File: src/rtl/lcd_pkg.sv
package lcd_pkg;
  typedef enum logic [1:0] {
    LV0 = 2'd0,
    LV1 = 2'd1,
    LV2 = 2'd2,
    LV3 = 2'd3
  } lcd_lvl_e;
endpackage

File: src/rtl/lcd_clk_div.sv
// Fixed divider followed by a programmable prescaler; emits one-cycle step strobes.
module lcd_clk_div #(
  parameter int FIX_DIV = 8192,
  parameter int PS_W    = 4
) (
  input  logic            clk,
  input  logic            rst_n,
  input  logic            en,
  input  logic [PS_W-1:0] presc,
  output logic            step
);
  localparam int DW = (FIX_DIV > 1) ? $clog2(FIX_DIV) : 1;
  localparam logic [DW-1:0] DIV_LAST = DW'(FIX_DIV - 1);

  logic [DW-1:0]   div_q;
  logic [PS_W-1:0] pre_q;
  logic            tick;

  assign tick = (div_q == DIV_LAST);
  assign step = en && tick && (pre_q >= presc);

  always_ff @(posedge clk) begin
    if (!rst_n || !en) begin
      div_q <= '0;
      pre_q <= '0;
    end else if (tick) begin
      div_q <= '0;
      if (pre_q >= presc) pre_q <= '0;
      else                pre_q <= pre_q + 1'b1;
    end else begin
      div_q <= div_q + 1'b1;
    end
  end
endmodule

File: src/rtl/lcd_phase_seq.sv
// Common slot and polarity sequencing for type A / type B drive.
module lcd_phase_seq #(
  parameter int N_COM = 4,
  parameter int CW    = 2
) (
  input  logic          clk,
  input  logic          rst_n,
  input  logic          en,
  input  logic          step,
  input  logic          wave_b,
  input  logic [CW-1:0] m_last,
  output logic [CW-1:0] phase,
  output logic          pol,
  output logic          frame_end
);
  logic last_slot;

  assign last_slot = (phase >= m_last);
  assign frame_end = step && last_slot && (wave_b || pol);

  always_ff @(posedge clk) begin
    if (!rst_n || !en) begin
      phase <= '0;
      pol   <= 1'b0;
    end else if (step) begin
      if (!wave_b) begin
        pol <= ~pol;
        if (pol) phase <= last_slot ? '0 : phase + 1'b1;
      end else begin
        phase <= last_slot ? '0 : phase + 1'b1;
        if (last_slot) pol <= ~pol;
      end
    end
  end
endmodule

File: src/rtl/lcd_level_map.sv
// Maps slot, polarity and bitmap row to per-pin level codes.
module lcd_level_map
  import lcd_pkg::*;
#(
  parameter int N_COM = 4,
  parameter int N_SEG = 8,
  parameter int CW    = 2
) (
  input  logic                   en,
  input  logic                   stat,
  input  logic                   pol,
  input  logic [CW-1:0]          phase,
  input  logic [CW-1:0]          m_last,
  input  logic [N_COM*N_SEG-1:0] pix,
  output logic [2*N_COM-1:0]     com_lvl,
  output logic [2*N_SEG-1:0]     seg_lvl
);
  logic [N_SEG-1:0] row;

  assign row = pix[int'(phase)*N_SEG +: N_SEG];

  for (genvar c = 0; c < N_COM; c++) begin : g_com
    lcd_lvl_e lv;
    always_comb begin
      if (!en)                      lv = LV0;
      else if (stat)                lv = (c == 0) ? (pol ? LV0 : LV3) : LV0;
      else if (CW'(c) > m_last)     lv = LV0;
      else if (CW'(c) == phase)     lv = pol ? LV0 : LV3;
      else                          lv = pol ? LV2 : LV1;
    end
    assign com_lvl[2*c +: 2] = lv;
  end

  for (genvar s = 0; s < N_SEG; s++) begin : g_seg
    lcd_lvl_e lv;
    always_comb begin
      if (!en)        lv = LV0;
      else if (stat)  lv = (row[s] ^ pol) ? LV0 : LV3;
      else if (row[s]) lv = pol ? LV3 : LV0;
      else            lv = pol ? LV1 : LV2;
    end
    assign seg_lvl[2*s +: 2] = lv;
  end
endmodule

File: src/rtl/lcd_wave_seq.sv
module lcd_wave_seq #(
  parameter int FIX_DIV = 8192,
  parameter int PS_W    = 4,
  parameter int N_COM   = 4,
  parameter int N_SEG   = 8,
  parameter int CW      = (N_COM > 1) ? $clog2(N_COM) : 1
) (
  input  logic                   clk,
  input  logic                   rst_n,
  input  logic                   en,
  input  logic                   wave_b,
  input  logic                   bias_static,
  input  logic [CW-1:0]          mux_sel,
  input  logic [PS_W-1:0]        presc,
  input  logic                   pix_valid,
  output logic                   pix_ready,
  input  logic [N_COM*N_SEG-1:0] pix_data,
  output logic [2*N_COM-1:0]     com_lvl,
  output logic [2*N_SEG-1:0]     seg_lvl
);
  localparam int NPIX = N_COM * N_SEG;
  localparam logic [CW-1:0] COM_MAX = CW'(N_COM - 1);

  logic            stat;
  logic [CW-1:0]   m_last;
  logic            step;
  logic [CW-1:0]   phase;
  logic            pol;
  logic            fb;
  logic [NPIX-1:0] pend_q;
  logic            pend_full;
  logic [NPIX-1:0] active;

  // commons in use
  assign stat   = bias_static || (mux_sel == '0);
  assign m_last = stat ? '0 : ((mux_sel > COM_MAX) ? COM_MAX : mux_sel);

  assign pix_ready = !en || !pend_full;

  // pending slot, applied at frame boundary
  always_ff @(posedge clk) begin
    if (!rst_n) begin
      pend_q    <= '0;
      pend_full <= 1'b0;
      active    <= '0;
    end else if (!en) begin
      pend_full <= 1'b0;
      if (pix_valid) active <= pix_data;
    end else begin
      if (fb && pend_full) begin
        active    <= pend_q;
        pend_full <= 1'b0;
      end
      if (pix_valid && pix_ready) begin
        pend_q    <= pix_data;
        pend_full <= 1'b1;
      end
    end
  end

  lcd_clk_div #(.FIX_DIV(FIX_DIV), .PS_W(PS_W)) u_div (
    .clk(clk), .rst_n(rst_n), .en(en), .presc(presc), .step(step)
  );

  lcd_phase_seq #(.N_COM(N_COM), .CW(CW)) u_seq (
    .clk(clk), .rst_n(rst_n), .en(en), .step(step), .wave_b(wave_b),
    .m_last(m_last), .phase(phase), .pol(pol), .frame_end(fb)
  );

  lcd_level_map #(.N_COM(N_COM), .N_SEG(N_SEG), .CW(CW)) u_map (
    .en(en), .stat(stat), .pol(pol), .phase(phase), .m_last(m_last),
    .pix(active), .com_lvl(com_lvl), .seg_lvl(seg_lvl)
  );
endmodule

File: config.mk
export PLATFORM = sky130hd
export DESIGN_NAME = lcd_wave_seq
export DESIGN_NICKNAME = d
export VERILOG_FILES = /design/src/rtl/lcd_pkg.sv /design/src/rtl/lcd_clk_div.sv /design/src/rtl/lcd_phase_seq.sv /design/src/rtl/lcd_level_map.sv /design/src/rtl/lcd_wave_seq.sv
export SDC_FILE = /design/constraint.sdc
export NUM_CORES = 1
export LEC_CHECK = 0
export BUFFER_PORTS_ARGS = -buffer_cell sky130_fd_sc_hd__buf_2
export CORE_MARGIN = 4
export CORE_UTILIZATION = 40
export CTS_BUF_LIST = sky130_fd_sc_hd__clkbuf_4 sky130_fd_sc_hd__clkbuf_8
export DETAILED_ROUTE_END_ITERATION = 7
export PLACE_DENSITY = 0.61
export SLEW_MARGIN = 40
export SYNTH_ARGS = -nofsm -noshare
export SYNTH_HDL_FRONTEND = slang
export SYNTH_SLANG_ARGS = --single-unit
File: constraint.sdc
create_clock -name clk -period 3 [get_ports clk]
set_input_delay 0.6 -clock clk [delete_from_list [all_inputs] [get_ports clk]]
set_output_delay 0.6 -clock clk [all_outputs]
set_load 0.01 [all_outputs]
**Word level (Yosys, flattened, before mapping)**

Index checks and enable logic that the tools add are counted.

- Add/sub/neg operators: 3
- Magnitude comparators: 7
- Eq/ne operators: 6
- Shift-type cells: 1
- Mux-type cells: 65
- Bitwise gates (word level): 9
- Reductions and logical operators: 24

Operators by type and width:

| kind | count |
|---|---|
| 2-bit 2-to-1 mux | 57 |
| 32-bit 2-to-1 mux | 3 |
| 32-bit by 6-bit indexed part select with 8-bit output | 1 |
| 13-bit by 1-bit adder with 13-bit output, second input constant | 1 |
| 13-bit equality test, second input constant | 1 |
| 2-bit AND reduction | 5 |
| 1-bit bitwise XOR | 8 |
| 1-bit logical AND | 6 |
| 2-bit nonzero test | 3 |
| 4-bit by 1-bit adder with 4-bit output, second input constant | 1 |
| 2-bit equality test, first input constant | 2 |
| 4-bit >= comparator | 1 |
| 1-bit by 2-bit > comparator with 1-bit output, first input constant | 2 |
| 2-bit > comparator, first input constant | 2 |
| 2-bit zero test | 2 |
| 1-bit logical OR | 4 |
| 1-bit 2-to-1 mux | 4 |
| 4-bit 2-to-1 mux | 1 |
| 2-bit by 1-bit inequality test with 1-bit output, second input constant | 2 |
| 1-bit zero test | 3 |
| 2-bit by 1-bit adder with 2-bit output, second input constant | 1 |
| 1-bit by 2-bit equality test with 1-bit output, first input constant | 1 |
| 2-bit >= comparator | 1 |
| 2-bit > comparator, second input constant | 1 |
| other kinds (2) | 2 |

- Bits in registers: 85
- Output and inout port bits: 25
- Word-level logic and storage cells: 122

**Depth between registers and ports, before layout**

Gate-level depths: netlist of run 1.

- Depth in word-level cells: 9
- Gate-level depth with buffers: 8
- Depth with buffers taken out: 7

**Cells and area by module**

From an unflattened synthesis of run 1, not the netlist that was laid out.

- Cells, all modules: 497
- Area total of the unflattened synthesis: 4,529.3 µm²

Modules (own cells, without submodules):

| module | instances | cells an instance | area each (µm²) | sequential area each (µm²) |
|---|---|---|---|---|
| lcd_wave_seq | 1 | 297 | 2,827.7 | 1,301.2 |
| lcd_clk_div | 1 | 101 | 915.9 | 340.3 |
| lcd_level_map | 1 | 73 | 588.1 | 0.0 |
| lcd_phase_seq | 1 | 26 | 197.7 | 60.1 |

**Least setup slack after synthesis of run 1**

Ideal clock, no wire load.

- Kind: register to output
- Start point: register u_seq.phase[0]
- End point: output seg_lvl[14]
- Data arrival time: 1,765 ps
- Setup slack: 635 ps
- Stages on the path, launching flop included: 6
- Buffers on the path: 1
- Cells stage by stage: dfxtp_1 buf_2 mux4_2 o21ai_0 nor2_1 nor2_1

- Longest elaborated chain between the ends: 5
- Elaborated cells on any way between the ends: 6

RTL lines:

| what | RTL line | text |
|---|---|---|
| from (decl) | lcd_phase_seq.sv:12 | `output logic [CW-1:0] phase,` |
| from (signal assigned) | lcd_phase_seq.sv:28 | `if (pol) phase <= last_slot ? '0 : phase + 1'b1;` |
| from (signal assigned) | lcd_phase_seq.sv:30 | `phase <= last_slot ? '0 : phase + 1'b1;` |
| 32-bit by 6-bit indexed part select with 8-bit output (*) | lcd_level_map.sv:20 | `assign row = pix[int'(phase)*N_SEG +: N_SEG];` |
| 1-bit bitwise XOR | lcd_level_map.sv:38 | `else if (stat) lv = (row[s] ^ pol) ? LV0 : LV3;` |
| 2-bit 2-to-1 mux | lcd_level_map.sv:38 |  |
| 2-bit 2-to-1 mux (*) | lcd_level_map.sv:38 |  |
| 2-bit 2-to-1 mux (*) | lcd_level_map.sv:37 | `if (!en) lv = LV0;` |
| to (decl) | lcd_wave_seq.sv:19 | `output logic [2*N_SEG-1:0] seg_lvl` |

Mark *: on every way between the ends. The rest lies on a longest branch, timed or not.

**Final worst setup path of run 1**

- Start point: register u_seq.phase[0]
- End point: output seg_lvl[0]

Same word-level chain as after synthesis.

==> results of run 1 <==
==> per-layer routing <==
metal,share of wire,vias to the layer above,global-route usage
met5,0,-,0
met3,0.058,20,0.0329
met2,0.43,90,0.243
li1,-,1700,-
met4,0.029,0,0.0908
met1,0.49,1525,0.228
==> logic make-up (layout without fill, tap and decap cells) <==
group	count (synthesis)	after routing	share of synthesized area
adder cells (fa/ha/maj)	15	15	0.0454
AO/OA/AOI/OAI	91	91	0.173
multiplexers	40	40	0.121
flip-flops	85	85	0.412
XOR/XNOR	13	13	0.0275
buffers and inverters	38	102	0.0378
AND/OR/NAND/NOR	167	167	0.183
==> registers in the layout (all words and copies together) (netlist names) <==
name and count:
active 32, pend_q 32, u_div.div_q 13, u_div.pre_q 4, u_seq.phase 2, pend_full 1, u_seq.pol 1
==> worst max-delay path, cell delays in order (launching register included) <==
cell and delay [ns]:
dfxtp_1 0.42, buf_4 0.25, mux4_2 0.53, o21ai_0 0.44
nor2_1 0.07, nor2_1 0.10, buf_2 0.14
==> through the flow <==
stage          worst slack (ns)  hold slack [ns]  instance area, um2  power (mW)  std cells
3_5_place_dp              0.393            0.437                4590        1.47        630
5_1_grt                 0.00353            0.474                4790        2.37        646
6_report                 0.0800            0.450                4790        2.27        646
4_1_cts                  0.0929            0.451                4790        2.29        646
3_3_place_gp              0.433            0.431                4590        1.46        630
2_1_floorplan             0.635            0.418                4130        1.37        449
==> layout make-up <==
type	instances	share of cell area
flip-flops and latches	85	0.355
clock buffers	11	0.0290
clock inverters	5	0.0125
inverters	11	0.00862
repair buffers	75	0.0820
well taps	133	0.0347
multi-input cells	326	0.478
==> worst paths after layout <==
check	startpoint	to	slack (ns)	depth (start not counted)
setup / recovery	u_seq.phase[0]	seg_lvl[0]	0.08	6
setup reg to reg	u_div.pre_q[0]	active[2]	0.64	8
hold reg to reg	u_div.div_q[0]	u_div.div_q[0]	0.45	1
hold / removal	u_div.div_q[0]	u_div.div_q[0]	0.45	1
==> cells in the mapped netlist, drive strengths merged <==
cell	number	area, um2
o311a	1	10.0
o2111ai	1	8.76
nand2	84	315
mux4	8	180
and3	6	37.5
nand4	2	12.5
mux2i	32	320
nor4	2	18.8
o2bb2ai	32	280
clkbuf	15	56.3
a21oi	5	25.0
and2	3	18.8
inv	11	41.3
o21bai	1	7.51
nand2b	3	26.3
nor3	1	5.00
a2111oi	2	36.3
or3	4	25.0
o2111a	1	11.3
nor2	40	153
o21a	3	22.5
buf	12	58.8
or2	3	18.8
ha	15	188
o21ai	11	55.1
nor4bb	1	10.0
a21boi	32	240
nand3	11	55.1
nor4b	1	8.76
nor2b	1	6.26
a41o	1	10.0
xnor2	7	61.3
or4	1	7.51
dfxtp	85	1700
and4	3	26.3
xor2	6	52.6
o211a	1	10.0
nor3b	1	12.5
==> power by group through the flow <==
stage               clock (mW)  combinational (mW)  sequential, mW
floorplan                    0               0.162            1.21
global placement             0               0.252            1.21
detailed placement           0               0.257            1.21
CTS                      0.850               0.257            1.19
global route             0.896               0.283            1.19
finish                   0.826               0.255            1.19
==> summary.md, run 1 <==
| Metric | Value |
|---|---|
| Share of the cycle needed by the critical path after routing | 0.973 |
| Total CTS buffers | 9 |
| Hpwl dp | 6840 um |
| Maximum fanout along the worst path | 9 |
| Total global routing overflow | 0 |
| Final net count | 567 |
| Layout cell share with drive strength beyond 1 | 0.212 |
| Final Skew | 0.00942 ns |
| Initial Util | 0.417 |
| Crit path capture type | primary output |
| Register area share after synthesis | 0.412 |
| Comb pwr share | 0.112 |
| Pint | 1.68 mW |
| Die height | 110 um |
| Yosys warns | 0 |
| Synth-to-Final Area Change | 15.9% |
| Number of library cell types mapped by synthesis | 44 |
| Clock-pin slew on the worst setup and hold paths | 0.09 ns |
| Fill count | 926 |
| Die Area | 12000 um2 |
| Outcome | finished, final reports clean |
| Post-route setup TNS | 0 ns |
| Routed via count | 3335 |
| Most frequent cells in the layout | 85 x dfxtp_1, 84 x nand2_1, 68 x buf_2, 38 x nor2_1 |
| Final Hold Fails | 0 |
| Area of the multi-input gates | 2290 um2 |
| Register area | 1700 um2 |
| Final WL | 9410 um |
| Final Util | 0.483 |
| Worst skew pair latency | 0.36 ns |
| Remaining DRCs | 0 |
| Post-Syn Instances | 449 |
| Root Buffer | clkbuf_8 |
| Clk pwr share | 0.364 |
| WL/cell | 14.6 um |
| Yosys reg bits | 85 |
| Number of vias per cell | 5.16 |
| Worst vdd ir | 0.249 mV |
| All-Layer GR Usage | 0.166 |
| Pwr per Cell Area | 473 nW/um2 |
| Final antenna-violating net count | 0 |
| Final setup vio count | 0 |
| Core ar. | 9910 um2 |
| Syn Std Cell Area | 4130 um2 |
| Initial antenna violation count | 0 |
| Final RePlAce weighted congestion | 0.778 |
| Min Tclk post-route | 2.92 ns |
| Post CTS Setup Buffer Count | 0 |
| Syn avg cell area | 9.21 um2 |
| Max Cap Viol | 0 |
| Critical path class | register to primary output |
| # diodes | 0 |
| Worst Tran Pin Value | 0.660 ns |
| Net switching power | 587 uW |
| Placement row count | 36 |
| CP arrival | 2.32 ns |
| Most common library cell in the layout ignoring fill and taps | dfxtp_1 |
| Leakage Power | 1.92 nW |
| Flop pwr share | 0.523 |
| CP required | 2.40 ns |
| Syn Nets | 508 |
| Fin. max-slew vios | 0 |
| Startpoint type of the worst setup path | register |
| Longest Clk Path Bufs | 2 |
| Top Ports | 69 |
| CTS tree | yes |
| Hold Path Class | register to register |
| Maximum clock rate | 342 MHz |
| Largest net degree at the start of global routing | 39 |
| Die Span X | 110 um |
| CTS resizes | 0 |
| Post-CTS Hold Buffers | 0 |
| Port bufs | 68 |
| Clk sinks | 85 |
| Initial DRC count | 160 |
| Slew HR | 0.560 |
| Switching Fraction | 0.259 |
| H-tree depth | 3 |
| First-pass GRT wire length | 15500 um |
| First-pass detailed-route iteration total | 4 |
| Number of global-route vias before repair | 3088 |
| RSZ-0062 raised after global routing | false |
(Power assumes the default switching activity.)
==> run 2, diff against run 1 <==
CORE_UTILIZATION = 50   (was 40)
PLACE_DENSITY = 0.73   (was 0.61)
clock period = 3.1 ns   (was 3 ns; I/O delays follow)
==> run 2 against run 1 <==
  * Clock-buffer cell count increased by 2
  * Clock power decreased by 12%
  * Sequential share of layout area increased by 0.38 points
  * Critical path depth decreased by 1
  * Global-route usage increased by 2.6 points
  * Final cell count decreased by 4.8%
  * Register-to-register slack improved by 0.08 ns
  * Via count increased by 0.57%
  * Worst hold slack improved by 0.0039 ns
==> summary.md, run 2 (synthesis results as in run 1) <==
| Metric | Value |
|---|---|
| Critical path class | register to primary output |
| Area of the multi-input gates | 2290 um2 |
| First-pass detailed-route iteration total | 4 |
| Initial DRC count | 199 |
| Slew HR | 0.583 |
| Hpwl dp | 6540 um |
| Top delay family on crit path | flip-flops |
| Placement row count | 32 |
| WL/cell | 14.9 um |
| CTS resizes | 0 |
| Worst Tran Pin Value | 0.626 ns |
| Post-route setup TNS | 0 ns |
| Initial antenna violation count | 0 |
| Remaining DRCs | 0 |
| Synth-to-Final Area Change | 14.6% |
| # diodes | 0 |
| Startpoint type of the worst setup path | register |
| CP peak stage delay | 0.69 ns |
| DP Area | 4550 um2 |
| Port bufs | 68 |
| Fill count | 695 |
| Clock-pin slew on the worst setup and hold paths | 0.08 ns |
| Share of the cycle needed by the critical path after routing | 0.930 |
| Setup ws final | 0.217 ns |
| Number of vias per cell | 5.45 |
| Worst-path cell chain | mux4_2 -> o21ai_0 -> nor2_1 -> nor2_1 -> buf_2 |
| Worst vdd ir | 0.276 mV |
| Longest Clk Path Bufs | 2 |
| Root Buffer | clkbuf_8 |
| Outcome | finished, final reports clean |
| Largest net degree at the start of global routing | 39 |
| H-tree depth | 3 |
| Comb pwr share | 0.115 |
| Critical path's slowest cell | dfxtp_1 |
| Switching Fraction | 0.254 |
| Most common library cell in the layout ignoring fill and taps | dfxtp_1 |
| Final antenna-violating net count | 0 |
| All-Layer GR Usage | 0.191 |
| Core ar. | 7890 um2 |
| Most used cell, CP | nor2_1 |
| Total global routing overflow | 0 |
| Final setup vio count | 0 |
| Pwr per Cell Area | 448 nW/um2 |
| Initial Util | 0.524 |
| Maximum clock rate | 347 MHz |
| Final net count | 567 |
| Final Hold Fails | 0 |
| Net switching power | 539 uW |
| Bufs and invs on worst path | 1 |
| Die Area | 9790 um2 |
| Pint | 1.58 mW |
| Maximum fanout along the worst path | 9 |
| Final RePlAce weighted congestion | 0.828 |
| Post CTS Setup Buffer Count | 0 |
| Most frequent cells in the layout | 85 x dfxtp_1, 84 x nand2_1, 68 x buf_2, 38 x nor2_1 |
| First-pass GRT wire length | 15300 um |
| Layout cell share with drive strength beyond 1 | 0.212 |
| RSZ-0062 raised after global routing | false |
| Fin. max-slew vios | 0 |
| Die Span X | 98.9 um |
| Register area | 1700 um2 |
| Hold Path Class | register to register |
| Top Registers | active: 32 flops, pend_q: 32 flops, u_div.div_q: 13 flops |
| Post-CTS Hold Buffers | 0 |
| Total CTS buffers | 9 |
| Cell area after layout | 4740 um2 |
| CP arrival | 2.26 ns |
| Number of global-route vias before repair | 3099 |
| Top Ports | 69 |
| Clk pwr share | 0.344 |
| Worst skew pair latency | 0.35 ns |
| Clk sinks | 85 |
| Setup WS pre-CTS | 0.478 ns |
| Final WL | 9130 um |
| Leakage Power | 1.91 nW |
| Min Tclk post-route | 2.88 ns |
| CTS tree | yes |
| Die height | 98.9 um |
| Flop pwr share | 0.541 |
| CP required | 2.48 ns |
| Final Skew | 0.00728 ns |
| Max Cap Viol | 0 |
| Minimum hold slack | 0.454 ns |
| Crit path capture type | primary output |
| Routed via count | 3354 |
[run 2: cell types whose count changed in the layout (fill, tap and decap cells not counted), sizes merged]
cell and change:
clkinv -1, bufinv -1, clkbuf +2, clkinvlp +1
inv -1
[run 2: layout make-up]
class / count / share of cell area
Clock buffer: 13 / 0.0351
Clock inverter: 3 / 0.00422
Inverter: 11 / 0.00871
Multi-Input combinational cell: 326 / 0.483
Sequential cell: 85 / 0.359
Tap cell: 102 / 0.0269
Timing Repair Buffer: 75 / 0.0829
[run 2: layer usage]
| metal | GRT usage | wire [um] | vias up |
|---|---|---|---|
| met5 | 0 | 0 | - |
| met1 | 0.275 | 4440 | 1567 |
| li1 | - | - | 1703 |
| met3 | 0.0347 | 465 | 8 |
| met2 | 0.290 | 4110 | 76 |
| met4 | 0.0630 | 119 | 0 |
[run 2: worst paths after layout]
kind | startpoint | to | slack [ns] | cells past startpoint
worst max register to register | u_div.pre_q[0] | active[19] | 0.72 | 8
worst min register to register | u_div.div_q[0] | u_div.div_q[0] | 0.45 | 1
worst min-delay path | u_div.div_q[0] | u_div.div_q[0] | 0.45 | 1
worst max-delay path | u_seq.phase[0] | seg_lvl[2] | 0.22 | 5
[run 2: per-stage QoR]
stage	util	power, mW	std cells
5_1_grt	0.601	2.22	615
4_1_cts	0.601	2.14	615
2_1_floorplan	-	1.32	449
3_5_place_dp	0.577	1.42	599
3_3_place_gp	0.577	1.41	599
6_report	0.601	2.12	615
[run 2: power groups by stage]
stage / Combinational [mW] / Sequential (mW) / Clock (mW)
after global placement: 0.238 / 1.17 / 0
after floorplan: 0.157 / 1.17 / 0
after CTS: 0.245 / 1.15 / 0.745
final: 0.243 / 1.15 / 0.731
after global routing: 0.272 / 1.15 / 0.796
after detailed placement: 0.244 / 1.17 / 0
==> run 3, diff against run 2 <==
REMOVE_ABC_BUFFERS = 1   (was default)
==> run 3 against run 2 <==
  * Final cell count decreased by 0.33%
  * Sequential power about the same
  * Sequential share of layout area about the same
  * First-iteration DRC count decreased by 29%
  * Final area about the same
  * Register-to-register slack got worse by 0.04 ns
  * Clock skew increased by 0.0032 ns
  * Maximum frequency increased by 0.77%
  * Clock power increased by 0.8%
  * Via count increased by 0.89%
  * Critical endpoint is now seg_lvl[6]
  * Largest cell class unchanged
==> summary.md, run 3 (synthesis results as in run 1) <==
| Metric | Value |
|---|---|
| Outcome | finished, final reports clean |
| Final antenna-violating net count | 0 |
| Synth-to-Final Area Change | 14.6% |
| Hpwl dp | 6460 um |
| Final WL | 9240 um |
| Routed via count | 3384 |
| Most frequent cells in the layout | 85 x dfxtp_1, 84 x nand2_1, 68 x buf_2, 38 x nor2_1 |
| Worst vdd ir | 0.242 mV |
| Clk pwr share | 0.346 |
| Minimum hold slack | 0.446 ns |
| Initial Util | 0.524 |
| Bufs and invs on worst path | 2 |
| Layout cell share with drive strength beyond 1 | 0.209 |
| Critical path class | register to primary output |
| Net switching power | 540 uW |
| Most common library cell in the layout ignoring fill and taps | dfxtp_1 |
| Share of the cycle needed by the critical path after routing | 0.923 |
| RSZ-0062 raised after global routing | false |
| Most used cell, CP | nor2_1 |
| Final RePlAce weighted congestion | 0.810 |
| Clk sinks | 85 |
| Top Registers | active: 32 flops, pend_q: 32 flops, u_div.div_q: 13 flops |
| Maximum clock rate | 349 MHz |
| First-pass GRT wire length | 15500 um |
| Die Area | 9790 um2 |
| Startpoint type of the worst setup path | register |
| Number of vias per cell | 5.52 |
| Maximum fanout along the worst path | 7 |
| Slew HR | 0.545 |
| WL/cell | 15.1 um |
| Hold Path Class | register to register |
| Largest net degree at the start of global routing | 35 |
| Top Ports | 69 |
| H-tree depth | 3 |
| RR Endpoint | active[15] |
| Pwr per Cell Area | 450 nW/um2 |
| Total CTS buffers | 9 |
| R2R Path Start | u_seq.phase[1] |
| Placement row count | 32 |
| Switching Fraction | 0.253 |
| Final Skew | 0.0105 ns |
| CP required | 2.48 ns |
| Initial antenna violation count | 0 |
| Top delay family on crit path | flip-flops |
| Min Tclk post-route | 2.86 ns |
| Longest Clk Path Bufs | 2 |
| Pint | 1.59 mW |
| # diodes | 0 |
| Area of the multi-input gates | 2290 um2 |
| FF-to-FF setup slack | 0.68 ns |
| Comb pwr share | 0.116 |
| Hold Crit Start | u_div.div_q[0] |
| Remaining DRCs | 0 |
| Worst Tran Pin Value | 0.682 ns |
| Flop pwr share | 0.538 |
| Total global routing overflow | 0 |
| All-Layer GR Usage | 0.196 |
| Max Cap Viol | 0 |
| Endpoint, Worst Hold | u_div.div_q[0] |
| CTS resizes | 0 |
| Worst-path cell chain | buf_4 -> mux4_2 -> o21ai_0 -> nor2_1 -> nor2_1 -> buf_2 |
| Port bufs | 68 |
| Die Span X | 98.9 um |
| CTS tree | yes |
| Final net count | 568 |
| Crit path capture type | primary output |
| Post CTS Setup Buffer Count | 0 |
| Fin. max-slew vios | 0 |
| Number of global-route vias before repair | 3161 |
| Leakage Power | 1.90 nW |
| Final Util | 0.600 |
| Root Buffer | clkbuf_8 |
| CP arrival | 2.24 ns |
| First-pass detailed-route iteration total | 4 |
| Initial DRC count | 141 |
| Critical path's slowest cell | dfxtp_1 |
| Post-route setup TNS | 0 ns |
| CP peak stage delay | 0.60 ns |
| Worst skew pair latency | 0.35 ns |
| Final Hold Fails | 0 |
| FF-to-FF path depth | 7 |
| Hold Path Stages | 1 |
| Post-CTS Hold Buffers | 0 |
| Core ar. | 7890 um2 |
| Clock-pin slew on the worst setup and hold paths | 0.08 ns |
| Register area | 1700 um2 |
| Final setup vio count | 0 |
| Die height | 98.9 um |
| Fill count | 706 |
## run 3: cell types whose count changed in the layout (fill, tap and decap cells not counted)
cell,delta
clkbuf_4,-2
clkbuf_8,-2
buf_4,+1
bufinv_16,+1
clkinv_2,-1
clkinvlp_4,+1
## run 3: cell type report
cell class / instances / share of cell area
Clock buffer: 9 / 0.0262
Clock inverter: 4 / 0.0111
Inverter: 11 / 0.00872
Multi-Input combinational cell: 326 / 0.483
Sequential cell: 85 / 0.359
Tap cell: 102 / 0.0269
Timing Repair Buffer: 76 / 0.0845
## run 3: routing by layer
metal  part of all wire  wire (um)  vias to the layer above  track usage
met5                  0          0                        -            0
met4              0.022        204                        0       0.0830
met3              0.069        636                       19       0.0418
met2               0.44       4050                       96        0.293
met1               0.47       4350                     1578        0.273
li1                   -          -                     1691            -
## run 3: worst max-delay path by stage
stage / from / end / slack, ns / cells past startpoint
3_3_place_gp: presc[0] / active[29] / 0.54 / 8
3_5_place_dp: presc[0] / active[15] / 0.46 / 8
2_1_floorplan: presc[0] / active[30] / 0.02 / 6
6_report: u_seq.phase[0] / seg_lvl[6] / 0.24 / 6
4_1_cts: u_seq.phase[0] / seg_lvl[6] / 0.18 / 6
5_1_grt: u_seq.phase[0] / seg_lvl[12] / 0.04 / 6
## run 3: stage by stage
step	cell area [um2]	total power, mW	setup slack (ns)	instances
floorplan	4020	1.30	0.0188	422
global placement	4560	1.41	0.544	600
detailed placement	4560	1.42	0.465	600
CTS	4740	2.16	0.185	613
global route	4740	2.23	0.0421	613
finish	4740	2.13	0.239	613
## run 3: power groups by stage
stage / combinational [mW] / sequential [mW] / clock (mW)
after global routing: 0.276 / 1.15 / 0.805
after detailed placement: 0.248 / 1.17 / 0
after floorplan: 0.136 / 1.17 / 0
after CTS: 0.249 / 1.15 / 0.761
final: 0.247 / 1.15 / 0.737
after global placement: 0.243 / 1.17 / 0
